**config.mk**
```make
export PLATFORM = sky130hd
export DESIGN_NAME = vrot_unit
export DESIGN_NICKNAME = d
export VERILOG_FILES = /design/src/rtl/vrot_pkg.sv /design/src/rtl/vrot_decode.sv /design/src/rtl/vrot_lane.sv /design/src/rtl/vrot_datapath.sv /design/src/rtl/vrot_unit.sv
export SDC_FILE = /design/constraint.sdc
export NUM_CORES = 1
export LEC_CHECK = 0
export BUFFER_PORTS_ARGS = -buffer_cell sky130_fd_sc_hd__buf_2
export CAP_MARGIN = 5
export CORE_ASPECT_RATIO = 0.8
export CORE_MARGIN = 2
export CORE_UTILIZATION = 60
export DETAILED_ROUTE_END_ITERATION = 12
export GPL_TIMING_DRIVEN = 0
export PLACE_DENSITY = 0.84
export SYNTH_ARGS = -nofsm -noshare
export SYNTH_HDL_FRONTEND = slang
export SYNTH_HIERARCHICAL = 1
export SYNTH_SLANG_ARGS = --single-unit
```
**constraint.sdc**
```tcl
create_clock -name clk -period 15.2 [get_ports clk]
set_clock_uncertainty 0.15 [all_clocks]
set_input_delay 2.28 -clock clk [delete_from_list [all_inputs] [get_ports clk]]
set_output_delay 2.28 -clock clk [all_outputs]
set_load 0.01 [all_outputs]
```
**src/rtl/vrot_pkg.sv**
```systemverilog
package vrot_pkg;

  localparam logic [6:0] OPC_VEC = 7'b1010111;
  localparam logic [5:0] F6_ROL  = 6'b010101;
  localparam logic [5:0] F6_ROR  = 6'b010100;
  localparam logic [2:0] F3_VV   = 3'b000;
  localparam logic [2:0] F3_VX   = 3'b100;
  localparam logic [2:0] F3_VI   = 3'b011;

  localparam int NUM_SEW = 4;
  localparam int AMT_W   = 6;

  typedef enum logic [1:0] {
    SRC_VEC    = 2'd0,
    SRC_SCALAR = 2'd1,
    SRC_IMM    = 2'd2
  } amt_src_e;

  typedef struct packed {
    logic             legal;
    logic             rot_right;
    amt_src_e         src;
    logic             masked;
    logic [AMT_W-1:0] imm;
  } vrot_dec_t;

endpackage

```
**src/rtl/vrot_decode.sv**
```systemverilog
module vrot_decode
  import vrot_pkg::*;
(
  input  logic [31:0] insn,
  output vrot_dec_t   dec
);

  logic [5:0] f6;
  logic [2:0] f3;
  logic       opc_ok;
  logic       f6_ok;
  logic       unused_fields;

  assign f6     = insn[31:26];
  assign f3     = insn[14:12];
  assign opc_ok = (insn[6:0] == OPC_VEC);
  assign f6_ok  = (f6 == F6_ROL) || (f6 == F6_ROR);
  assign unused_fields = ^{insn[24:20], insn[11:7]};

  always_comb begin
    dec           = '0;
    dec.src       = SRC_VEC;
    dec.masked    = ~insn[25];
    dec.imm       = {insn[26], insn[19:15]};
    dec.rot_right = (f6 == F6_ROR);
    if (opc_ok && f6_ok) begin
      unique case (f3)
        F3_VV: begin
          dec.legal = 1'b1;
          dec.src   = SRC_VEC;
        end
        F3_VX: begin
          dec.legal = 1'b1;
          dec.src   = SRC_SCALAR;
        end
        F3_VI: begin
          dec.legal     = 1'b1;
          dec.src       = SRC_IMM;
          dec.rot_right = 1'b1;
        end
        default: dec.legal = 1'b0;
      endcase
    end
  end

  always_comb begin
    if (dec.legal) begin
      a_r9_legal_opcode: assert (insn[6:0] == OPC_VEC);
    end
    if (dec.legal && insn[14:12] == F3_VI) begin
      a_r3_imm_right: assert (dec.rot_right && dec.src == SRC_IMM);
    end
  end

endmodule

```
**src/rtl/vrot_lane.sv**
```systemverilog
module vrot_lane
  import vrot_pkg::*;
#(
  parameter int W = 8
) (
  input  logic [W-1:0]     din,
  input  logic [AMT_W-1:0] amt,
  input  logic             rot_right,
  output logic [W-1:0]     dout
);

  localparam int SH = $clog2(W);

  logic [SH-1:0]  n_eff;
  logic [SH-1:0]  left_amt;
  logic [2*W-1:0] dbl;
  logic           unused_amt;

  assign n_eff    = amt[SH-1:0];
  assign left_amt = rot_right ? (~n_eff + 1'b1) : n_eff;
  assign dbl      = {din, din} << left_amt;
  assign dout     = dbl[2*W-1:W];

  generate
    if (SH < AMT_W) begin : g_hi
      assign unused_amt = ^amt[AMT_W-1:SH];
    end else begin : g_nohi
      assign unused_amt = 1'b0;
    end
  endgenerate

  always_comb begin
    if (n_eff == '0) begin
      a_r7_zero_amount: assert (dout == din);
    end
  end

endmodule

```
**src/rtl/vrot_datapath.sv**
```systemverilog
module vrot_datapath
  import vrot_pkg::*;
#(
  parameter int DATA_W = 64
) (
  input  logic [1:0]          sew_sel,
  input  vrot_dec_t           dec,
  input  logic [DATA_W-1:0]   vs1_data,
  input  logic [DATA_W-1:0]   vs2_data,
  input  logic [DATA_W-1:0]   rs1_data,
  input  logic [DATA_W-1:0]   old_vd,
  input  logic [DATA_W/8-1:0] mask_bits,
  output logic [DATA_W-1:0]   result
);

  logic [NUM_SEW-1:0][DATA_W-1:0] res_by_sew;
  logic unused_ops;

  assign unused_ops = ^{vs1_data, rs1_data[DATA_W-1:AMT_W], dec.legal};

  generate
    for (genvar g = 0; g < NUM_SEW; g++) begin : g_sew
      localparam int W = 8 << g;
      localparam int N = DATA_W / W;
      for (genvar i = 0; i < N; i++) begin : g_lane
        logic [AMT_W-1:0] lane_amt;
        logic [W-1:0]     rot;
        logic             active;

        always_comb begin
          unique case (dec.src)
            SRC_VEC:    lane_amt = vs1_data[i*W +: AMT_W];
            SRC_SCALAR: lane_amt = rs1_data[AMT_W-1:0];
            default:    lane_amt = dec.imm;
          endcase
        end

        vrot_lane #(.W(W)) u_lane (
          .din       (vs2_data[i*W +: W]),
          .amt       (lane_amt),
          .rot_right (dec.rot_right),
          .dout      (rot)
        );

        assign active = ~dec.masked | mask_bits[i];
        assign res_by_sew[g][i*W +: W] = active ? rot : old_vd[i*W +: W];
      end
    end
  endgenerate

  assign result = res_by_sew[sew_sel];

endmodule

```
**src/rtl/vrot_unit.sv**
```systemverilog
module vrot_unit
  import vrot_pkg::*;
#(
  parameter int DATA_W = 64
) (
  input  logic                clk,
  input  logic                rst,
  input  logic                valid_in,
  input  logic [31:0]         insn,
  input  logic [1:0]          sew_sel,
  input  logic [DATA_W-1:0]   vs1_data,
  input  logic [DATA_W-1:0]   vs2_data,
  input  logic [DATA_W-1:0]   rs1_data,
  input  logic [DATA_W-1:0]   old_vd,
  input  logic [DATA_W/8-1:0] mask_bits,
  output logic                valid_out,
  output logic                vd_we,
  output logic                illegal,
  output logic [DATA_W-1:0]   vd_data
);

  vrot_dec_t         dec;
  logic [DATA_W-1:0] dp_result;

  vrot_decode u_dec (
    .insn (insn),
    .dec  (dec)
  );

  vrot_datapath #(.DATA_W(DATA_W)) u_dp (
    .sew_sel   (sew_sel),
    .dec       (dec),
    .vs1_data  (vs1_data),
    .vs2_data  (vs2_data),
    .rs1_data  (rs1_data),
    .old_vd    (old_vd),
    .mask_bits (mask_bits),
    .result    (dp_result)
  );

  always_ff @(posedge clk) begin
    if (rst) begin
      valid_out <= 1'b0;
      vd_we     <= 1'b0;
      illegal   <= 1'b0;
      vd_data   <= '0;
    end else begin
      valid_out <= valid_in;
      vd_we     <= valid_in & dec.legal;
      illegal   <= valid_in & ~dec.legal;
      if (valid_in) begin
        vd_data <= dec.legal ? dp_result : old_vd;
      end
    end
  end

  a_r10_valid_follows: assert property (@(posedge clk) disable iff (rst)
    valid_in |=> valid_out);
  a_r10_idle_quiet: assert property (@(posedge clk) disable iff (rst)
    !valid_in |=> (!valid_out && !vd_we && !illegal));
  a_r9_illegal_no_write: assert property (@(posedge clk) disable iff (rst)
    illegal |-> (!vd_we && valid_out));
  a_r9_illegal_holds_old: assert property (@(posedge clk) disable iff (rst)
    (valid_in && insn[6:0] != OPC_VEC) |=> (illegal && vd_data == $past(old_vd)));
  a_r8_all_masked_hold: assert property (@(posedge clk) disable iff (rst)
    (valid_in && !insn[25] && mask_bits == '0) |=> (vd_data == $past(old_vd)));

endmodule

```
* Yosys cells after proc, flatten, opt, wreduce, memory -nomap -nowiden
Cells that the tools add are included. Widths: inputs -> output; s select.
Storage, ports and cells: memory bits (read-only) 0, latch bits 0, memories kept 0, output and inout bits 67, word-level logic and storage cells 117, RAM bits 0, register bits after elaboration 67, input bits 301
Operators by class: mux-type cells 45, div/mod/pow operators 0, shift operators 15, bitwise logic cells 26, equal/unequal tests 6, reduce and logical (&&, ||, !) cells 5, multipliers 0, add/sub/neg operators 15, magnitude comparators 1
Operators with widths (number):
- $mux 64 | 3
- $bmux 64 s2 | 1
- $shl 128x6->128 | 1
- $shl 16x3->16 | 8
- $shl 32x4->32 | 4
- $shl 64x5->64 | 2
- $mux 16 | 4
- $mux 32 | 2
- $mux 8 | 8
- $add 3x1->3 const B | 8
- $mux 3 | 8
- $not 3->3 | 8
- $pmux 3 s2 | 4
- $mux 4 | 5
- $add 4x1->4 const B | 4
- $not 4->4 | 4
- $pmux 4 s2 | 2
- $eq 6x5->1 const B | 2
- $pmux 6 s2 | 1
- $add 5x1->5 const B | 2
- $mux 5 | 2
- $not 5->5 | 2
- $pmux 5 s2 | 1
- $or 1x1->1 | 8
- 17 further kinds | 19

* Longest topological paths before layout
Gate-level depths: netlist of run 1.
depth in word-level cells 14, gate-level depth with buffers 25, gate-level depth less buffers 19

* Cells and area by module
The synthesis of run 1 kept the hierarchy.
By module, submodules not included:
- vrot_lane at u_dp.g_sew[3].g_lane[0].u_lane | cells an instance 580, area each 5147.4 sq um, times used 1, sequential area each 0.0 sq um
- vrot_datapath | cells an instance 472, area each 4071.4 sq um, times used 1, sequential area each 0.0 sq um
- vrot_lane at u_dp.g_sew[2].g_lane[0].u_lane ... | cells an instance 233, area each 1851.8 sq um, times used 2, sequential area each 0.0 sq um
- vrot_lane at u_dp.g_sew[1].g_lane[0].u_lane ... | cells an instance 77, area each 823.3 sq um, times used 4, sequential area each 0.0 sq um
- vrot_unit | cells an instance 291, area each 2931.6 sq um, times used 1, sequential area each 1341.3 sq um
- vrot_lane at u_dp.g_sew[0].g_lane[0].u_lane ... | cells an instance 32, area each 336.6 sq um, times used 8, sequential area each 0.0 sq um
- vrot_decode | cells an instance 19, area each 137.6 sq um, times used 1, sequential area each 0.0 sq um

* Worst setup path after synthesis of run 1
Ideal clock, no wire load.
path kind input to register, start point input insn[14], end point register vd_data[5], library setup time 138 ps, buffers on the path 2, arrival time 11695 ps, required time 14912 ps, setup slack 3217 ps, stages 14, cell sequence nand3b_1 > o31a_1 > nor3_1 > o31ai_4 > xnor2_4 > buf_6 > nand3_1 > buf_2 > o221ai_1 > mux2i_1 > mux4_2 > mux2_4 > mux2i_1 > a211oi_1
RTL lines:
- start, declared | line vrot_unit.sv:9 | input logic [31:0] insn,
- end signal, assigned | line vrot_unit.sv:52 | vd_data <= dec.legal ? dp_result : old_vd;
- end, declared | line vrot_unit.sv:19 | output logic [DATA_W-1:0] vd_data

==> impl_metrics.py, run 1 <==
metrics = {
    "status": {
        "status": "finished clean",
    },
    "placed_design": {
        "io_buffers": 259,
        "gp_congestion": 1.203,
        "dp.final_hpwl_um": 81300,
        "placed_area_um2": 23890,
    },
    "cts": {
        "hold_buffers": 0,
        "ctsLongestPathBuffers": 2,
        "ctsResizeCount": 0,
        "postCtsSetupRepairBufs": 0,
        "cts_buffers": 9,
        "insertion_delay_ns": 0.34,
        "cts.sinks": 67,
        "clkTransAtPathRegs_ns": 0.05,
        "cts_tree": "built",
        "root_buffer": "clkbuf_16",
        "htreeDepth": 3,
    },
    "logic_synthesis": {
        "syn_area_um2": 21850,
        "synth_nets": 2691,
        "synth_warnings": 6,
        "syn_area_per_cell_um2": 9.200,
        "synthCells": 2375,
    },
    "setup_path": {
        "startpoint": "insn[29]",
        "path_cells": "buf_2 -> nand4bb_1 -> or4_4 -> nor3_2 -> nor2_1 -> clkbuf_1 -> a21o_1 -> buf_2 -> buf_4 -> inv_1 -> ha_1 -> and2b_2 -> xnor2_4 -> buf_6 -> buf_4 -> buf_4 -> mux2i_1 -> a22oi_1 -> o221ai_1 -> mux2i_1 -> mux4_2 -> mux2_2 -> mux2i_1 -> a211oi_1",
        "cp_num_cells": 24,
        "cpMaxStageDelayCell": "mux4_2",
        "r2r-start": "vd_data[29]",
        "rr_worst_depth": 2,
        "r2r_slack_ns": 14.28,
        "path_delay_family": "simple AND/OR/NAND/NOR gates",
        "reg2reg_to": "vd_data[29]",
        "cp_data_arrival_time_ns": 9.34,
        "path_buf_inv": 8,
        "cp.required_ns": 15.24,
        "crit_fanout": 10,
        "critPathKind": "in2reg",
        "max_stage_delay_ns": 0.60,
        "worst_setup_path_endpoint": "vd_data[1]",
        "cp-end-kind": "flop",
        "worst_setup_path_start_kind": "input pin",
    },
    "routing": {
        "firstDrtPassIters": 7,
        "drtIter0Drc": 4396,
        "wirelength_um": 101500,
        "vias_per_cell": 7.566,
        "drc": 0,
        "vias": 23818,
        "wl_per_cell_um": 32.23,
        "final_antenna_net_count": 0,
    },
    "global_routing": {
        "top_usage_layer": "met2",
        "overflow": 0,
        "grtUsageMet3_pct": 23.17,
        "grt_util_met1_pct": 68.16,
        "grt_max_degree": 13,
        "grt_util_all_layers_pct": 51.04,
        "grt_pass1_wl_um": 145600,
        "grt_util_met2_pct": 70.93,
        "antenna_found_initial": 6,
        "grt_pass1_vias": 22309,
    },
    "min_path": {
        "hold_path.class": "reg2reg",
    },
    "timing": {
        "fmax_ghz": 0.1074,
        "slew_viol_final": 0,
        "max_slew_margin_pct": 9.688,
        "rsz0062_at_grt": "false",
        "hold_violations": 0,
        "finalSetupViolations": 0,
        "finalCriticalPeriod_ns": 9.307,
        "finalCritPeriodShare_pct": 61.23,
        "worst_slew_pin_slew_ns": 1.345,
    },
    "die": {
        "rows": 62,
        "start_util_pct": 60.83,
        "die_area_um2": 37970,
        "die_h_um": 174.7,
        "die_w_um": 217.4,
        "io_pins": 368,
        "core_area_um2": 35920,
    },
    "final_layout": {
        "design_area_um2": 24260,
        "seq_area_um2": 1341,
        "fillers": 2895,
        "multi_input_area_um2": 18830,
        "layout-drive-gt1-share_pct": 32.02,
        "fin_nets": 2972,
        "area_growth_pct": 11.03,
    },
    "pwr": {
        "peakVddDrop_mv": 0.07511,
        "p_leak_nw": 11.04,
        "power_density_nw_per_um2": 61.41,
        "p_total_mw": 1.490,
    },
    "run": {
        "drv_cap": 0,
    },
}
==> cell usage in the layout (no fill, tap or decap), types with 9 or more instances in the layout <==
cell / count
mux2i_1: 851
buf_2: 343
mux2_2: 272
nor2_1: 173
o22ai_1: 160
a21oi_1: 78
dfxtp_1: 67
a211oi_1: 64
a22oi_1: 53
buf_6: 52
nand2_1: 43
clkbuf_1: 40
buf_4: 36
inv_1: 33
a21o_1: 31
a221oi_1: 31
mux2_1: 30
mux4_2: 29
o21ai_0: 26
a221o_1: 24
ha_1: 15
mux2i_4: 14
o221ai_1: 14
o211ai_1: 14
nand2b_1: 13
clkbuf_16: 10
xnor2_2: 10
nor2b_1: 9
xor2_2: 9
==> report_power, final <==
part	internal [mW]	leakage (nW)	total, mW	switching [mW]
combinational	0.405	10.3	1.06	0.657
clock	0.148	0.155	0.233	0.0851
sequential	0.188	0.557	0.195	0.00711
total	0.741	11.0	1.49	0.749
==> stage by stage <==
stage | cells | hold WS [ns] | util [%] | worst slack [ns] | setup TNS (ns)
after floorplan | 2375 | 0.3548 | - | 3.217 | 0
after global placement | 3114 | 0.3226 | 66.12 | -1.316 | -42.55
after detailed placement | 3124 | 0.3285 | 66.51 | 5.814 | 0
after CTS | 3140 | 0.3369 | 67.42 | 6.168 | 0
after global routing | 3142 | 0.3568 | 67.51 | 5.867 | 0
final | 3148 | 0.3361 | 67.55 | 5.893 | 0
==> per-layer routing <==
metal | vias up | wire length, um
met3 | 396 | 17550
met5 | - | 27
met4 | 4 | 4944
met2 | 2172 | 39730
met1 | 11419 | 39230
li1 | 9827 | -
==> layout make-up <==
type                            count  area share [%]
Multi-Input combinational cell   2052           77.61
Buffer                            221           6.462
Timing Repair Buffer              270           5.957
Sequential cell                    67           5.529
Tap cell                          480           2.475
Clock buffer                       10          0.9850
Inverter                           35          0.5415
Clock inverter                      6          0.3662
Antenna cell                        7         0.07220
==> how the worst min path moves through the flow <==
stage,start,endpoint,depth (start not counted)
2_1_floorplan,vd_data[10],vd_data[10],2
4_1_cts,vd_data[2],vd_data[2],2
3_5_place_dp,vd_data[7],vd_data[7],2
3_3_place_gp,vd_data[7],vd_data[7],2
5_1_grt,vd_data[43],vd_data[43],2
6_report,vd_data[2],vd_data[2],2
==> worst register-to-register path: stages (launching register included) <==
cell,delay (ns)
dfxtp_1,0.44
nor2_1,0.07
a211oi_1,0.19
==> sequential cells by signal, summed over array words and instances (netlist names) <==
| signal | count |
|---|---|
| illegal | 1 |
| valid_out | 1 |
| vd_data | 64 |
| vd_we | 1 |
No activity file was read; power rests on OpenSTA's default activity.
==> run 2: changes to the inputs <==
Settings changed: CORE_UTILIZATION 60 to 54, PLACE_DENSITY 0.84 to 0.8.
Clock period 15.2 ns to 8.15 ns, I/O delays scaled along.
==> run 2 against run 1 <==
The run now ends with max-capacitance violations, max-slew violations left. Final cell count rose by 1.5%. Sequential share of layout area barely moved. Non-clock buffer count fell by 4. Flip-flop and latch count did not move. Critical path depth fell by 6. Largest power group unchanged. Final area rose by 0.11%. Via count fell by 1.1%.
==> impl_metrics.py, run 2 (synthesized netlist as in run 1, its figures left out) <==
metrics = {
    "run": {
        "drv_cap": 1,
    },
    "pwr": {
        "p_leak_nw": 11.02,
        "peakVddDrop_mv": 0.08670,
        "power_density_nw_per_um2": 114.4,
    },
    "final_layout": {
        "largest_register_ffs": 64,
        "layout_common_cells": "850 x mux2i_1, 343 x buf_2, 272 x mux2_2, 173 x nor2_1, 160 x o22ai_1",
        "fin_nets": 2968,
        "fillers": 3495,
        "largest_register": "vd_data",
        "fin_util_pct": 61.19,
        "design_area_um2": 24290,
        "seq_area_um2": 1341,
        "multi_input_area_um2": 18850,
        "layout-drive-gt1-share_pct": 31.99,
        "final_common_cell": "mux2i_1",
        "area_growth_pct": 11.15,
    },
    "timing": {
        "worst_slew_pin_slew_ns": 1.544,
        "rsz0062_at_grt": "false",
        "finalSetupViolations": 0,
        "hold_violations": 0,
        "slew_viol_final": 5,
        "finalCriticalPeriod_ns": 8.036,
        "max_slew_margin_pct": -3.639,
        "finalCritPeriodShare_pct": 98.60,
        "fmax_ghz": 0.1244,
    },
    "setup_path": {
        "worst_setup_path_start_kind": "input pin",
        "cp_common_cell": "nand2_1",
        "cp_data_arrival_time_ns": 8.08,
        "critPathKind": "in2reg",
        "cpMaxStageDelayCell": "o21ai_1",
        "path_delay_family": "simple AND/OR/NAND/NOR gates",
        "crit_fanout": 10,
        "path_cells": "buf_2 -> nand4bb_1 -> or4_4 -> nor3_4 -> nand2_1 -> o21ai_1 -> a21o_1 -> nor3b_1 -> or3_1 -> nand2_1 -> nand2_1 -> buf_2 -> o221ai_1 -> mux2i_1 -> mux4_2 -> mux2_4 -> mux2i_1 -> a211oi_1",
        "cp-end-kind": "flop",
        "startpoint": "insn[29]",
        "cp.required_ns": 8.20,
        "path_buf_inv": 2,
        "max_stage_delay_ns": 1.18,
        "r2r-start": "vd_data[36]",
    },
    "global_routing": {
        "grt_pass1_vias": 22090,
        "grt_util_all_layers_pct": 48.28,
        "antenna_found_initial": 3,
        "overflow": 0,
        "grt_pass1_wl_um": 150900,
        "grt_max_degree": 13,
    },
    "die": {
        "io_pins": 368,
        "start_util_pct": 55.05,
        "core_area_um2": 39690,
        "die_h_um": 183.9,
        "die_w_um": 228.9,
        "die_area_um2": 42100,
        "rows": 65,
    },
    "cts": {
        "cts_tree": "built",
        "cts_buffers": 9,
        "insertion_delay_ns": 0.34,
        "root_buffer": "clkbuf_16",
        "clkTransAtPathRegs_ns": 0.06,
        "ctsLongestPathBuffers": 2,
        "postCtsSetupRepairBufs": 0,
        "cts.sinks": 67,
        "htreeDepth": 3,
    },
    "routing": {
        "drc": 0,
        "wirelength_um": 106100,
        "met2_wirelength_um": 40720,
        "route.met3.wl_um": 18090,
        "highest_layer": "met5",
        "wl_per_cell_um": 33.23,
        "firstDrtPassIters": 9,
        "vias_per_cell": 7.377,
        "wl_met1_um": 43120,
        "vias": 23562,
        "drtIter0Drc": 3540,
        "final_antenna_net_count": 0,
    },
    "placed_design": {
        "dp.final_hpwl_um": 85090,
        "gp_congestion": 1.210,
        "placed_area_um2": 23970,
        "io_buffers": 259,
    },
    "status": {
        "violations": "max-capacitance violations, max-slew violations",
        "status": "complete, but fails checks",
    },
    "min_path": {
        "hp-start": "vd_data[44]",
        "hold_path.class": "reg2reg",
    },
}
## run 2: per-stage QoR
stage	setup TNS (ns)	setup WS [ns]	total power [mW]	std cells	hold slack, ns
final	0	0.1139	2.778	3194	0.3385
after global routing	0	0.01792	2.838	3193	0.3518
after CTS	0	0.1749	2.646	3193	0.3353
after detailed placement	-4.517	-0.3341	2.241	3177	0.3279
after global placement	-160.42	-3.027	2.213	3170	0.3252
after floorplan	0	0.07002	1.600	2375	0.3548
## run 2: metal layers
layer,up-vias,global-route usage (%)
met5,-,0
li1,9822,-
met4,6,16.73
met3,306,22.83
met2,2021,66.69
met1,11407,64.88
## run 2: worst min-delay path: cells and delay by family, from the launching register on
kind / cells / cell delay, ns
flip-flops: 1 / 0.31
AND/OR/NAND/NOR: 1 / 0.08
AO/OA/AOI/OAI: 1 / 0.05
## run 2: worst paths after layout
check                                    to  slack, ns  depth (start not counted)
worst min-delay path            vd_data[44]       0.34                          2
worst min register to register  vd_data[44]       0.34                          2
worst max register to register  vd_data[36]       7.12                          2
worst max-delay path             vd_data[6]       0.11                         18
## run 2: repair_timing
item                       CTS  global route
setup endpoints to repair    3            31
hold buffers                 0             0
gates resized for setup      1             5
## run 2: area by class of cell
cell class                      count  area share, %
Multi-Input combinational cell   2052          77.63
Buffer                            221          6.460
Timing Repair Buffer              266          5.857
Sequential cell                    67          5.523
Tap cell                          536          2.761
Clock buffer                       11         0.9994
Inverter                           35         0.5409
Clock inverter                      5         0.2164
Antenna cell                        1        0.01030
## run 2: report_power, final
group,switching (mW),internal [mW],total [mW]
clock network,0.158,0.244,0.402
logic,1.26,0.756,2.01
registers,0.0143,0.350,0.365
total,1.43,1.35,2.78
